`src/rtl/sg_pkg.sv`:
```
package sg_pkg;

    typedef struct packed {
        logic       wd_en;
        logic       wd_pre;
        logic [1:0] wd_sel;
        logic       hlt_en;
        logic       bm_ext_en;
        logic [1:0] bm_sel;
    } guard_ctrl_t;

    typedef enum logic {
        KEY_IDLE  = 1'b0,
        KEY_ARMED = 1'b1
    } key_state_t;

    localparam logic       SEL_CTRL = 1'b0;
    localparam logic       SEL_SVC  = 1'b1;

    localparam logic [7:0] KEY_FIRST  = 8'h55;
    localparam logic [7:0] KEY_SECOND = 8'hAA;

    localparam int CAUSE_EXT = 7;
    localparam int CAUSE_POR = 6;
    localparam int CAUSE_WDT = 5;
    localparam int CAUSE_HLT = 4;

    function automatic int wd_shift(input int base, input int step, input int pre,
                                    input logic use_pre, input logic [1:0] sel);
        return base + step * int'(sel) + (use_pre ? pre : 0);
    endfunction

    function automatic int bm_shift(input int max_log2, input logic [1:0] sel);
        return max_log2 - int'(sel);
    endfunction

endpackage

```
`src/rtl/sg_ctrl_reg.sv`:
```
module sg_ctrl_reg
    import sg_pkg::*;
#(
    parameter logic [7:0] CTRL_INIT = 8'h00
) (
    input  logic        clk,
    input  logic        clr,
    input  logic        we,
    input  logic [7:0]  wdata,
    output guard_ctrl_t ctrl_o,
    output logic        locked_o
);

    guard_ctrl_t ctrl_q;
    logic        lock_q;

    always_ff @(posedge clk) begin
        if (clr) begin
            ctrl_q <= guard_ctrl_t'(CTRL_INIT);
            lock_q <= 1'b0;
        end else if (we && !lock_q) begin
            ctrl_q <= guard_ctrl_t'(wdata);
            lock_q <= 1'b1;
        end
    end

    assign ctrl_o   = ctrl_q;
    assign locked_o = lock_q;

endmodule

```
`src/rtl/sg_wdt.sv`:
```
module sg_wdt
    import sg_pkg::*;
#(
    parameter int BASE_LOG2 = 9,
    parameter int STEP_LOG2 = 2,
    parameter int PRE_LOG2  = 9
) (
    input  logic       clk,
    input  logic       clr,
    input  logic       en,
    input  logic       use_pre,
    input  logic [1:0] sel,
    input  logic       svc_we,
    input  logic [7:0] svc_data,
    output logic       expire_o
);

    localparam int CNT_W = BASE_LOG2 + 3 * STEP_LOG2 + PRE_LOG2;

    key_state_t       key_q;
    logic [CNT_W-1:0] cnt_q;
    logic [CNT_W:0]   cnt_nx;
    logic [CNT_W:0]   limit;
    logic             svc_done;

    always_comb begin
        limit    = {{CNT_W{1'b0}}, 1'b1} << wd_shift(BASE_LOG2, STEP_LOG2, PRE_LOG2, use_pre, sel);
        cnt_nx   = {1'b0, cnt_q} + {{CNT_W{1'b0}}, 1'b1};
        svc_done = svc_we && (key_q == KEY_ARMED) && (svc_data == KEY_SECOND);
        expire_o = en && (cnt_nx >= limit);
    end

    always_ff @(posedge clk) begin
        if (clr) begin
            key_q <= KEY_IDLE;
            cnt_q <= '0;
        end else begin
            if (svc_we) begin
                unique case (key_q)
                    KEY_IDLE:  if (svc_data == KEY_FIRST)  key_q <= KEY_ARMED;
                    KEY_ARMED: if (svc_data == KEY_SECOND) key_q <= KEY_IDLE;
                    default:   key_q <= KEY_IDLE;
                endcase
            end
            if (!en || svc_done) cnt_q <= '0;
            else                 cnt_q <= cnt_nx[CNT_W-1:0];
        end
    end

endmodule

```
`src/rtl/sg_busmon.sv`:
```
module sg_busmon
    import sg_pkg::*;
#(
    parameter int MAX_LOG2 = 6
) (
    input  logic       clk,
    input  logic       clr,
    input  logic       cyc,
    input  logic       ext,
    input  logic       ext_en,
    input  logic       ack,
    input  logic [1:0] sel,
    output logic       err_o
);

    localparam int W = MAX_LOG2 + 1;

    logic [W-1:0] cnt_q;
    logic [W-1:0] cnt_nx;
    logic [W-1:0] limit;
    logic         watched;
    logic         hit;
    logic         err_q;

    always_comb begin
        limit   = {{(W-1){1'b0}}, 1'b1} << bm_shift(MAX_LOG2, sel);
        cnt_nx  = cnt_q + {{(W-1){1'b0}}, 1'b1};
        watched = cyc && (!ext || ext_en);
        hit     = cnt_nx >= limit;
    end

    always_ff @(posedge clk) begin
        if (clr) begin
            cnt_q <= '0;
            err_q <= 1'b0;
        end else if (watched && !ack) begin
            cnt_q <= hit ? cnt_q : cnt_nx;
            err_q <= hit;
        end else begin
            cnt_q <= '0;
            err_q <= 1'b0;
        end
    end

    assign err_o = err_q;

endmodule

```
`src/rtl/sys_guard.sv`:
```
module sys_guard
    import sg_pkg::*;
#(
    parameter int         WD_BASE_LOG2 = 9,
    parameter int         WD_STEP_LOG2 = 2,
    parameter int         WD_PRE_LOG2  = 9,
    parameter int         BM_MAX_LOG2  = 6,
    parameter logic [7:0] CTRL_INIT    = 8'h00
) (
    input  logic       clk,
    input  logic       por,
    input  logic       ext_rst,
    input  logic       reg_we,
    input  logic       reg_sel,
    input  logic [7:0] reg_wdata,
    input  logic       bus_cycle,
    input  logic       bus_ext,
    input  logic       bus_ack,
    input  logic       cpu_halt,
    output logic [7:0] ctrl_byte,
    output logic [7:0] cause_flags,
    output logic       rst_req,
    output logic       bus_err
);

    guard_ctrl_t ctrl_q;
    logic        ctrl_locked;
    logic        wd_expire;
    logic        hlt_trip;
    logic        hard_rst;
    logic        self_trip;
    logic        clr_all;
    logic [7:0]  hard_cause;
    logic [7:0]  trip_cause;
    logic [7:0]  cause_q;
    logic        req_q;

    always_comb begin
        hlt_trip   = ctrl_q.hlt_en && cpu_halt;
        hard_rst   = por || ext_rst;
        self_trip  = wd_expire || hlt_trip;
        clr_all    = hard_rst || self_trip;
        hard_cause = '0;
        hard_cause[CAUSE_EXT] = ext_rst;
        hard_cause[CAUSE_POR] = por;
        trip_cause = '0;
        trip_cause[CAUSE_WDT] = wd_expire;
        trip_cause[CAUSE_HLT] = hlt_trip;
    end

    sg_ctrl_reg #(.CTRL_INIT(CTRL_INIT)) u_ctrl (
        .clk      (clk),
        .clr      (clr_all),
        .we       (reg_we && (reg_sel == SEL_CTRL)),
        .wdata    (reg_wdata),
        .ctrl_o   (ctrl_q),
        .locked_o (ctrl_locked)
    );

    sg_wdt #(
        .BASE_LOG2 (WD_BASE_LOG2),
        .STEP_LOG2 (WD_STEP_LOG2),
        .PRE_LOG2  (WD_PRE_LOG2)
    ) u_wdt (
        .clk      (clk),
        .clr      (clr_all),
        .en       (ctrl_q.wd_en),
        .use_pre  (ctrl_q.wd_pre),
        .sel      (ctrl_q.wd_sel),
        .svc_we   (reg_we && (reg_sel == SEL_SVC)),
        .svc_data (reg_wdata),
        .expire_o (wd_expire)
    );

    sg_busmon #(.MAX_LOG2(BM_MAX_LOG2)) u_bm (
        .clk    (clk),
        .clr    (clr_all),
        .cyc    (bus_cycle),
        .ext    (bus_ext),
        .ext_en (ctrl_q.bm_ext_en),
        .ack    (bus_ack),
        .sel    (ctrl_q.bm_sel),
        .err_o  (bus_err)
    );

    always_ff @(posedge clk) begin
        if (hard_rst) begin
            cause_q <= hard_cause;
            req_q   <= 1'b0;
        end else if (self_trip) begin
            cause_q <= trip_cause;
            req_q   <= 1'b1;
        end else begin
            req_q   <= 1'b0;
        end
    end

    assign ctrl_byte   = ctrl_q;
    assign cause_flags = cause_q;
    assign rst_req     = req_q;

endmodule

```
`config.mk`:
```
export PLATFORM = sky130hd
export DESIGN_NAME = sys_guard
export DESIGN_NICKNAME = d
export VERILOG_FILES = /design/src/rtl/sg_pkg.sv /design/src/rtl/sg_ctrl_reg.sv /design/src/rtl/sg_wdt.sv /design/src/rtl/sg_busmon.sv /design/src/rtl/sys_guard.sv
export SDC_FILE = /design/constraint.sdc
export NUM_CORES = 1
export LEC_CHECK = 0
export ABC_AREA = 1
export BUFFER_PORTS_ARGS = -buffer_cell sky130_fd_sc_hd__buf_2
export CELL_PAD_IN_SITES_DETAIL_PLACEMENT = 0
export CELL_PAD_IN_SITES_GLOBAL_PLACEMENT = 1
export CORE_UTILIZATION = 32
export CTS_BUF_LIST = sky130_fd_sc_hd__clkbuf_4 sky130_fd_sc_hd__clkbuf_8
export CTS_CLUSTER_DIAMETER = 120
export DETAILED_ROUTE_END_ITERATION = 16
export PLACE_DENSITY_LB_ADDON = 0.1
export SLEW_MARGIN = 20
export SYNTH_ARGS = -nofsm -noshare
export SYNTH_HDL_FRONTEND = slang
export SYNTH_HIERARCHICAL = 1
export SYNTH_SLANG_ARGS = --single-unit
```
`constraint.sdc`:
```
create_clock -name clk -period 4.24 [get_ports clk]
set_input_delay 0.212 -clock clk [delete_from_list [all_inputs] [get_ports clk]]
set_output_delay 0.212 -clock clk [all_outputs]
set_load 0.01 [all_outputs]
```
* After elaboration in Yosys (flattened, before gate mapping)
Cells that the tools add are included.
** Storage, ports and cells
- Flip-flop bits (word level) :: 47
- Bits in latches :: 0
- Memory bits (writable) :: 0
- Bits in read-only memories :: 0
- Bits of input ports :: 17
- Output and inout bits :: 18
- Logic and storage cells :: 56
- Memories kept :: 0
** Cells by class
- Add/subtract/negate cells :: 5
- Multipliers :: 0
- Div/mod/pow operators :: 0
- Order comparisons :: 2
- Eq/ne operators :: 2
- Shifts and indexed selects :: 2
- Mux-type cells :: 7
- Bitwise logic cells :: 3
- Reductions and logical operators :: 21
** Operators by type and width (number)
- $add A32 B32 Y32 :: 1
- $shl A1 B32 Y25 const A :: 1
- $shl A1 B32 Y7 const A :: 1
- $add A24 B1 Y25 const B :: 1
- $ge A25 B25 Y1 :: 1
- $mux W8 :: 2
- $logic_and A1 B1 Y1 :: 9
- $eq A8 B7 Y1 const B :: 1
- $eq A8 B8 Y1 const B :: 1
- $add A7 B1 Y7 const B :: 1
- $ge A7 B7 Y1 :: 1
- $add A4 B3 Y5 const A :: 1
- $logic_or A1 B1 Y1 :: 5
- $logic_not A1 Y1 :: 4
- $mux W4 :: 1
- $reduce_or A2 Y1 :: 2
- $sub A3 B2 Y4 const A :: 1
- $mux W1 :: 3
- $not A1 Y1 :: 3
- $pmux W1 S2 :: 1
- $reduce_bool A2 Y1 :: 1

* Logic depth before layout (Yosys ltp)
Gate-level depths: netlist of run 1.
- Depth in word-level cells :: 8
- Gate-level depth with buffers :: 25
- Mapped depth without buffers :: 24

* Hierarchy
The synthesis of run 1 kept the hierarchy.
** Modules (own cells, without submodules)
- sg_wdt :: times used 1, cells each 331, area each 2067.0 um^2, sequential area each 500.5 um^2
- sg_busmon :: times used 1, cells each 99, area each 603.1 um^2, sequential area each 160.2 um^2
- sg_ctrl_reg :: times used 1, cells each 55, area each 379.1 um^2, sequential area each 180.2 um^2
- sys_guard :: times used 1, cells each 28, area each 235.2 um^2, sequential area each 120.1 um^2

* Worst setup path after synthesis of run 1
No wires, ideal clock.
- Path type :: flip-flop to flip-flop
- From :: register u_wdt.cnt_q[0]
- To :: register u_wdt.cnt_q[14]
- Library setup time :: 0.118 ns
- Data arrival time :: 2.924 ns
- Data required time :: 4.122 ns
- Setup slack :: 1.198 ns
- Stages on the path, launching flop included :: 24
- Buffers on the path :: 1
- Period minus slack after synthesis :: 3.042 ns
- Cells stage by stage :: dfxtp_1 -> ha_1 -> nand2_2 -> nor2_4 -> inv_2 -> nor2_4 -> nand2_2 -> o21ai_0 -> nand2_1 -> ha_1 -> nand2_1 -> nor2_1 -> nand4_1 -> nor2_1 -> nand2_1 -> inv_1 -> nor2_1 -> nor2_1 -> inv_1 -> nand3_1 -> inv_1 -> nand3_1 -> buf_2 -> nor2_1
** Between the ends
- Word-level cells in the longest chain between the ends :: 6
** RTL lines
- start: declaration :: RTL line sg_wdt.sv:21 : logic [CNT_W-1:0] cnt_q;
- start signal: assignment :: RTL line sg_wdt.sv:46 : else cnt_q <= cnt_nx[CNT_W-1:0];
- $add A24 B1 Y25 :: RTL line sg_wdt.sv:28 : cnt_nx = {1'b0, cnt_q} + {{CNT_W{1'b0}}, 1'b1};
- named net u_wdt.cnt_nx[16] :: RTL line sg_wdt.sv:22 : logic [CNT_W:0] cnt_nx;
- $ge A25 B25 Y1 :: RTL line sg_wdt.sv:30 : expire_o = en && (cnt_nx >= limit);
- $logic_and A1 B1 Y1 :: RTL line sg_wdt.sv:30
- named net wd_expire :: RTL line sys_guard.sv:28 : logic wd_expire;
- $logic_or A1 B1 Y1 :: RTL line sys_guard.sv:41 : self_trip = wd_expire || hlt_trip;
- $logic_or A1 B1 Y1 :: RTL line sys_guard.sv:42 : clr_all = hard_rst || self_trip;
- named net clr_all :: RTL line sys_guard.sv:32 : logic clr_all;
- $reduce_or A2 Y1 (no source line)
The timed path passes the listed nets, and every way through them passes these cells.
A chain may end at the register's enable or synchronous reset.

* Worst setup path in the final report of run 1
- From :: register u_wdt.cnt_q[0]
- To :: register u_bm.err_q, in the netlist u_bm/err_o
** Between the ends
- Word-level cells in the longest chain between the ends :: 6
** RTL lines
- $add A24 B1 Y25 :: RTL line sg_wdt.sv:28
- $ge A25 B25 Y1 :: RTL line sg_wdt.sv:30
- $logic_and A1 B1 Y1 :: RTL line sg_wdt.sv:30
- named net wd_expire :: RTL line sys_guard.sv:28
- $logic_or A1 B1 Y1 :: RTL line sys_guard.sv:41
- $logic_or A1 B1 Y1 :: RTL line sys_guard.sv:42
- named net clr_all :: RTL line sys_guard.sv:32
- $reduce_or A2 Y1 (no source line)
- end signal: assignment :: RTL line sg_busmon.sv:38 : err_q <= hit;
- end: declaration :: RTL line sg_busmon.sv:23 : logic err_q;
The timed path passes the listed nets, and every way through them passes these cells.

==> results.md, run 1 <==
* Pre-antenna DRT Iters at 4
* RR Startpoint: u_wdt/cnt_q[0]
* Area share of the largest cell type after synthesis at 27.4%
* Crit path kind: reg2reg
* Crit-path max cell delay at 570 ps
* CTS buffer count at 5
* Vias per cell at 4.28
* Clock sinks at 47
* H-tree levels at 2
* Vias in the first global route at 2904
* Die Span Y at 103 µm
* GR Util met3 at 2.42%
* Max-slew violations at 0
* Critical Path Start Type: flop
* Post-synth top cells: nand2_1 (148), nor2_1 (84), inv_1 (79)
* Routing usage on met2 at 26.2%
* Port Buf Inserts at 30
* Initial DRC count at 82
* Area Overhead vs Synth at 13.1%
* Arr. time, crit path at 3990 ps
* I/O pins at 35
* Synth area leaders: dfxtp_1 (27%), nand2_1 (17%), ha_1 (12%)
* Hold Path End: cause_flags[7]
* Core Footprint at 0.00986 mm²
* GRT overflow at 0
* GR Util met1 at 19.8%
* Fin crit share at 88.5%
* DIE WIDTH at 103 µm
* CTS Root Cell: clkbuf_8
* Final WL at 7110 µm
* Seq/Total Area, Yosys at 29.3%
* Mean Syn Cell Area at 6.40 µm²
* Worst-Skew Late Latency at 290 ps
* Most frequent CP cell: nor2_1
* Final TNS setup at 0 ps
* Post-synth EDFFs at 2
* Final Setup Violations at 0
* Min-delay src: ext_rst
* Leak Pwr at 1.84 nW
* Post-CTS Setup Inserts at 0
* Diode count at 0
* Most frequent cell after synthesis: nand2_1
* Worst Clk Skew at 9.82 ps
* Total of max-cap violations at 0
* Antenna Nets Post-Route at 0
* Post-synthesis async set-or-reset flop share at 0%
* WHS Path Cells at 1
* # DRC at 0
* Reg clk slew, reported paths at 90 ps
* First-pass GRT wire length at 12600 µm
* Slew margin rel. at 57.9%
* Most used routing layer: met2
* Share of cells above drive strength 1 at 11.1%
* Layout Nets at 606
* Via count at 2965
* Final Cell Area at 0.00372 mm²
* Hold WC Path Type: in2reg
* WL per Instance at 10.3 µm
* Status: completed
* Max Fclk at 0.267 GHz
* Initial Util at 33.3%
* Longest Clk Path Bufs at 2
* Post-layout min period at 3750 ps
* Final Hold Vio Count at 0
* R2r setup slk at 490 ps
* Reg2Reg Depth at 20
* Count of different cell masters after synthesis at 34
* Slowest-stage cell, CP: nor3_2
* CTS tree: built
* Power consumption at 0.000854 W
* Mapped cell area at 0.00328 mm²
* Worst-Margin Slew at 628 ps
* CP endpoint kind: flop
* Gate Count Post-Synth at 513
* Pin count of the biggest net entering global routing at 25
* Critical path data required time at 4480 ps
* GP Congestion at 0.748
* Initial antenna violation count at 0
* DPL Wire Length at 5850 µm
* Gr usage total at 15.1%
* Max VDD drop at 0.168 mV
* # hold bufs at CTS at 0
* Post-DP Area at 0.00360 mm²
* Ys flop type: dfxtp_1
* Worst-path maximum fanout at 8
* PostCTS Resize Cnt at 0
* RSZ-0062 raised after global routing: false
* Yosys warning count at 6
* Yosys reg bits at 47
* Final hold slack at 113 ps
* PwrDens at 230 mW/mm²
* Die area at 0.0107 mm²
* Worst R2R End: u_bm/err_o
* Crit-path cells: ha_1 -> nand2_2 -> nor2_4 -> inv_2 -> nor2_4 -> nand2_2 -> nor2_1 -> nand2_1 -> nor2_1 -> ha_1 -> a21oi_1 -> nand2_1 -> a21oi_1 -> nand2_1 -> nor2_1 -> nor2_1 -> inv_1 -> nand3_1 -> nor3_2 -> and2_2
* Final Util at 37.7%
* Yosys top cell by area: dfxtp_1
* Num rows at 36
[critical path, delay by kind of cell (launching register included)]
kind                     cells  cell delay (ps)
buffers and inverters        2              190
AND/OR/NAND/NOR             14             2250
flip-flops                   1              440
adder cells (fa/ha/maj)      2              520
AO/OA/AOI/OAI                2              300
[power by group]
group / internal [W] / switching [W] / total [W]
logic: 0.0000243 / 0.0000419 / 0.0000662
registers: 0.000449 / 0.00000497 / 0.000454
clock network: 0.000183 / 0.000152 / 0.000334
total: 0.000656 / 0.000198 / 0.000854
[per-stage QoR]
stage,setup slack (ps),cells
2_1_floorplan,1200,530
3_3_place_gp,550,684
3_5_place_dp,433,684
4_1_cts,413,692
5_1_grt,10.4,692
6_report,489,692
[final cells by class]
| cell class | count | area (µm²) |
|---|---|---|
| Fill cell | 1108 | 6150 |
| Multi-Input combinational cell | 390 | 2010 |
| Sequential cell | 47 | 961 |
| Inverter | 83 | 312 |
| Tap cell | 133 | 166 |
| Timing Repair Buffer | 31 | 158 |
| Clock buffer | 6 | 76.3 |
| Clock inverter | 2 | 37.5 |
[cells by family after synthesis]
family          Yosys count  share of synthesized area [%]
compound gates           30                           5.14
buf+inv                  93                           11.6
simple gates            300                           39.4
other cells               3                          0.343
xor+xnor                  9                           2.40
fa+ha+maj                31                           11.8
flops                    47                           29.3
[cells in the final DEF (no fill, tap or decap), types with 2 or more instances in the layout]
cell      count
nor2_2        2
or2_1         2
a21oi_2       3
nand3_2       2
nor2_4        5
nand2_2       3
edfxtp_1      2
inv_2         4
a21o_1        2
buf_2        30
conb_1       20
inv_1        79
o21ai_0       6
xor2_1        7
nand4_1       5
nand3b_1      4
clkbuf_8      5
a21oi_1      18
nand3_1      32
nor3_1        7
nand2_1     148
ha_1         31
nor2_1       84
dfxtp_1      45
xnor2_1       2
[per-layer routing]
| metal | part of all wire [%] | routed length [µm] |
|---|---|---|
| met3 | 2.4 | 168 |
| met1 | 52 | 3680 |
| met4 | 0.75 | 53 |
| met2 | 45 | 3210 |
| met5 | 0 | 0 |
[worst max-delay path by stage]
stage              startpoint  slack (ps)         endpoint
2_1_floorplan  u_wdt/cnt_q[0]        1200  u_wdt/cnt_q[14]
5_1_grt        u_wdt/cnt_q[0]          10    u_bm/cnt_q[5]
3_5_place_dp   u_wdt/cnt_q[0]         430       u_bm/err_o
6_report       u_wdt/cnt_q[0]         490       u_bm/err_o
4_1_cts        u_wdt/cnt_q[0]         410       u_bm/err_o
3_3_place_gp   u_wdt/cnt_q[0]         550       u_bm/err_o
[state kept, by name (all words and copies together) (netlist names)]
signal	cells
u_ctrl/locked_o	1
cause_flags	4
u_wdt/key_q	1
u_ctrl/ctrl_o	8
rst_req	1
u_wdt/cnt_q	24
u_bm/err_o	1
u_bm/cnt_q	7
(Power assumes the default switching activity.)
==> run 2, diff against run 1 <==
CORE_ASPECT_RATIO = 1.4   (was not set)
RECOVER_POWER = 100   (was not set)
SETUP_SLACK_MARGIN = 0.15   (was not set)
==> results.md, run 2 (same netlist as run 1, synthesis figures left out) <==
* Max Fclk at 0.279 GHz
* Layout Nets at 606
* Initial antenna violation count at 0
* Crit-path max cell delay at 450 ps
* Worst-Skew Late Latency at 300 ps
* Initial Util at 33.0%
* Num rows at 43
* Die Span Y at 122 µm
* Final Setup Violations at 0
* Die area at 0.0107 mm²
* Worst R2R End: u_wdt/cnt_q[2]
* Critical path data required time at 4430 ps
* Crit-path cells: ha_1 -> nand2_1 -> nor2_4 -> inv_2 -> nor2_4 -> nand2_1 -> nor2_1 -> nand2_1 -> nor2_1 -> ha_1 -> nand2_1 -> nor2_1 -> nand4_1 -> nor2_1 -> nand2_1 -> inv_1 -> nor2_1 -> nor2_1 -> inv_1 -> nand3_2 -> inv_1 -> nand3_1 -> buf_4 -> nor3_1
* Max VDD drop at 0.147 mV
* Via count at 3025
* Final WL at 7880 µm
* Slowest-stage cell, CP: dfxtp_1
* Post-layout min period at 3580 ps
* Pin count of the biggest net entering global routing at 25
* Reg2Reg Depth at 24
* Critical Path Start Type: flop
* Hold Path End: cause_flags[6]
* Vias per cell at 4.36
* CTS Root Cell: clkbuf_8
* CP endpoint kind: flop
* GRT overflow at 0
* Largest reg by FF count: u_wdt/cnt_q
* RSZ-0062 raised after global routing: false
* Final Util at 36.9%
* Pre-antenna DRT Iters at 4
* CTS buffer count at 5
* Status: completed
* Commonest non-fill, non-tap cell in the layout: nand2_1
* Leak Pwr at 1.77 nW
* Max-slew violations at 0
* Final Hold Vio Count at 0
* Total of max-cap violations at 0
* DIE WIDTH at 87.6 µm
* Share of cells above drive strength 1 at 7.69%
* Worst-Margin Slew at 620 ps
* Final worst slack at 659 ps
* Vias in the first global route at 2959
* Initial DRC count at 53
* Diode count at 0
* Core Footprint at 0.00995 mm²
* Reg clk slew, reported paths at 90 ps
* Min-delay src: por
* Crit path kind: reg2reg
* CTS tree: built
* Longest Clk Path Bufs at 2
* WL per Instance at 11.3 µm
* I/O pins at 35
* Final TNS setup at 0 ps
* H-tree levels at 2
* WHS Path Cells at 1
* PwrDens at 217 mW/mm²
* GP Congestion at 0.806
* Slew margin rel. at 58.5%
* # DRC at 0
* Clock sinks at 47
* Gr usage total at 16.1%
* Antenna Nets Post-Route at 0
* DPL Wire Length at 6500 µm
* Area Overhead vs Synth at 11.9%
* Arr. time, crit path at 3770 ps
* Worst-path maximum fanout at 24
* Port Buf Inserts at 30
* First-pass GRT wire length at 13100 µm
* Most frequent CP cell: nor2_1
* Worst Clk Skew at 6.39 ps
* Fin crit share at 84.5%
* Hold WC Path Type: in2reg
* Commonest cells after routing, fill and taps aside: nand2_1 (150), nor2_1 (84), inv_1 (79), dfxtp_1 (45)
* RR Startpoint: u_wdt/cnt_q[0]
* Largest register FFs at 24
* # fillers at 1170
* Place WS at 530 ps
* R2r setup slk at 660 ps
[run 2: cell count changes in the layout (fill, tap and decap cells not counted), sizes merged]
cell | before | now
clkinv | 0 | 2
buf | 31 | 15
clkbuf | 6 | 22
bufinv | 1 | 0
clkinvlp | 1 | 0
[run 2: how the worst max path moves through the flow]
stage	endpoint	slack, ps	cells after the start	startpoint
after global routing	u_wdt/cnt_q[20]	120	24	u_wdt/cnt_q[0]
after floorplan	u_wdt/cnt_q[14]	1200	23	u_wdt/cnt_q[0]
after CTS	u_bm/err_o	500	20	u_wdt/cnt_q[0]
final	u_wdt/cnt_q[2]	660	24	u_wdt/cnt_q[0]
after detailed placement	u_bm/err_o	530	20	u_wdt/cnt_q[0]
after global placement	u_bm/err_o	580	22	u_wdt/cnt_q[0]
[run 2: power breakdown]
| part | switching [W] | internal, W |
|---|---|---|
| sequential | 0.00000528 | 0.000449 |
| clock | 0.000155 | 0.000119 |
| combinational | 0.0000440 | 0.0000233 |
[run 2: worst max-delay path: cells and delay by family, from the launching register on]
kind                     cells  cell delay (ps)
buffers and inverters        5              610
AND/OR/NAND/NOR             17             1990
adder cells (fa/ha/maj)      2              440
flip-flops                   1              450
[run 2: what timing repair did]
| item | 4_1_cts | 5_1_grt |
|---|---|---|
| hold buffers | 0 | 0 |
| setup endpoints to repair | 0 | 29 |
| gates resized for setup | 0 | 2 |
| setup buffers | 0 | 0 |
[run 2: final cells by class]
type	instances	area, µm²	area share [%]
Clock buffer	6	76.3	2.08
Inverter	83	312	8.48
Timing Repair Buffer	31	138	3.75
Sequential cell	47	961	26.1
Multi-Input combinational cell	390	2010	54.7
Clock inverter	2	7.51	0.204
Tap cell	135	169	4.60
[run 2: stage by stage]
stage | power (W) | hold WS [ps] | std cells | instance area, µm²
detailed placement | 0.000533 | 426 | 686 | 3600
global route | 0.000837 | 127 | 694 | 3670
floorplan | 0.000513 | 365 | 530 | 3350
CTS | 0.000814 | 91.3 | 694 | 3690
finish | 0.000796 | 141 | 694 | 3670
global placement | 0.000532 | 420 | 686 | 3600
[run 2: metal layers]
layer	wire length (µm)	vias to the layer above	global-route usage [%]
li1	-	1646	-
met1	3160	1332	16.3
met2	4330	36	31.8
met3	186	11	2.71
met4	195	0	6.45
met5	0	-	0
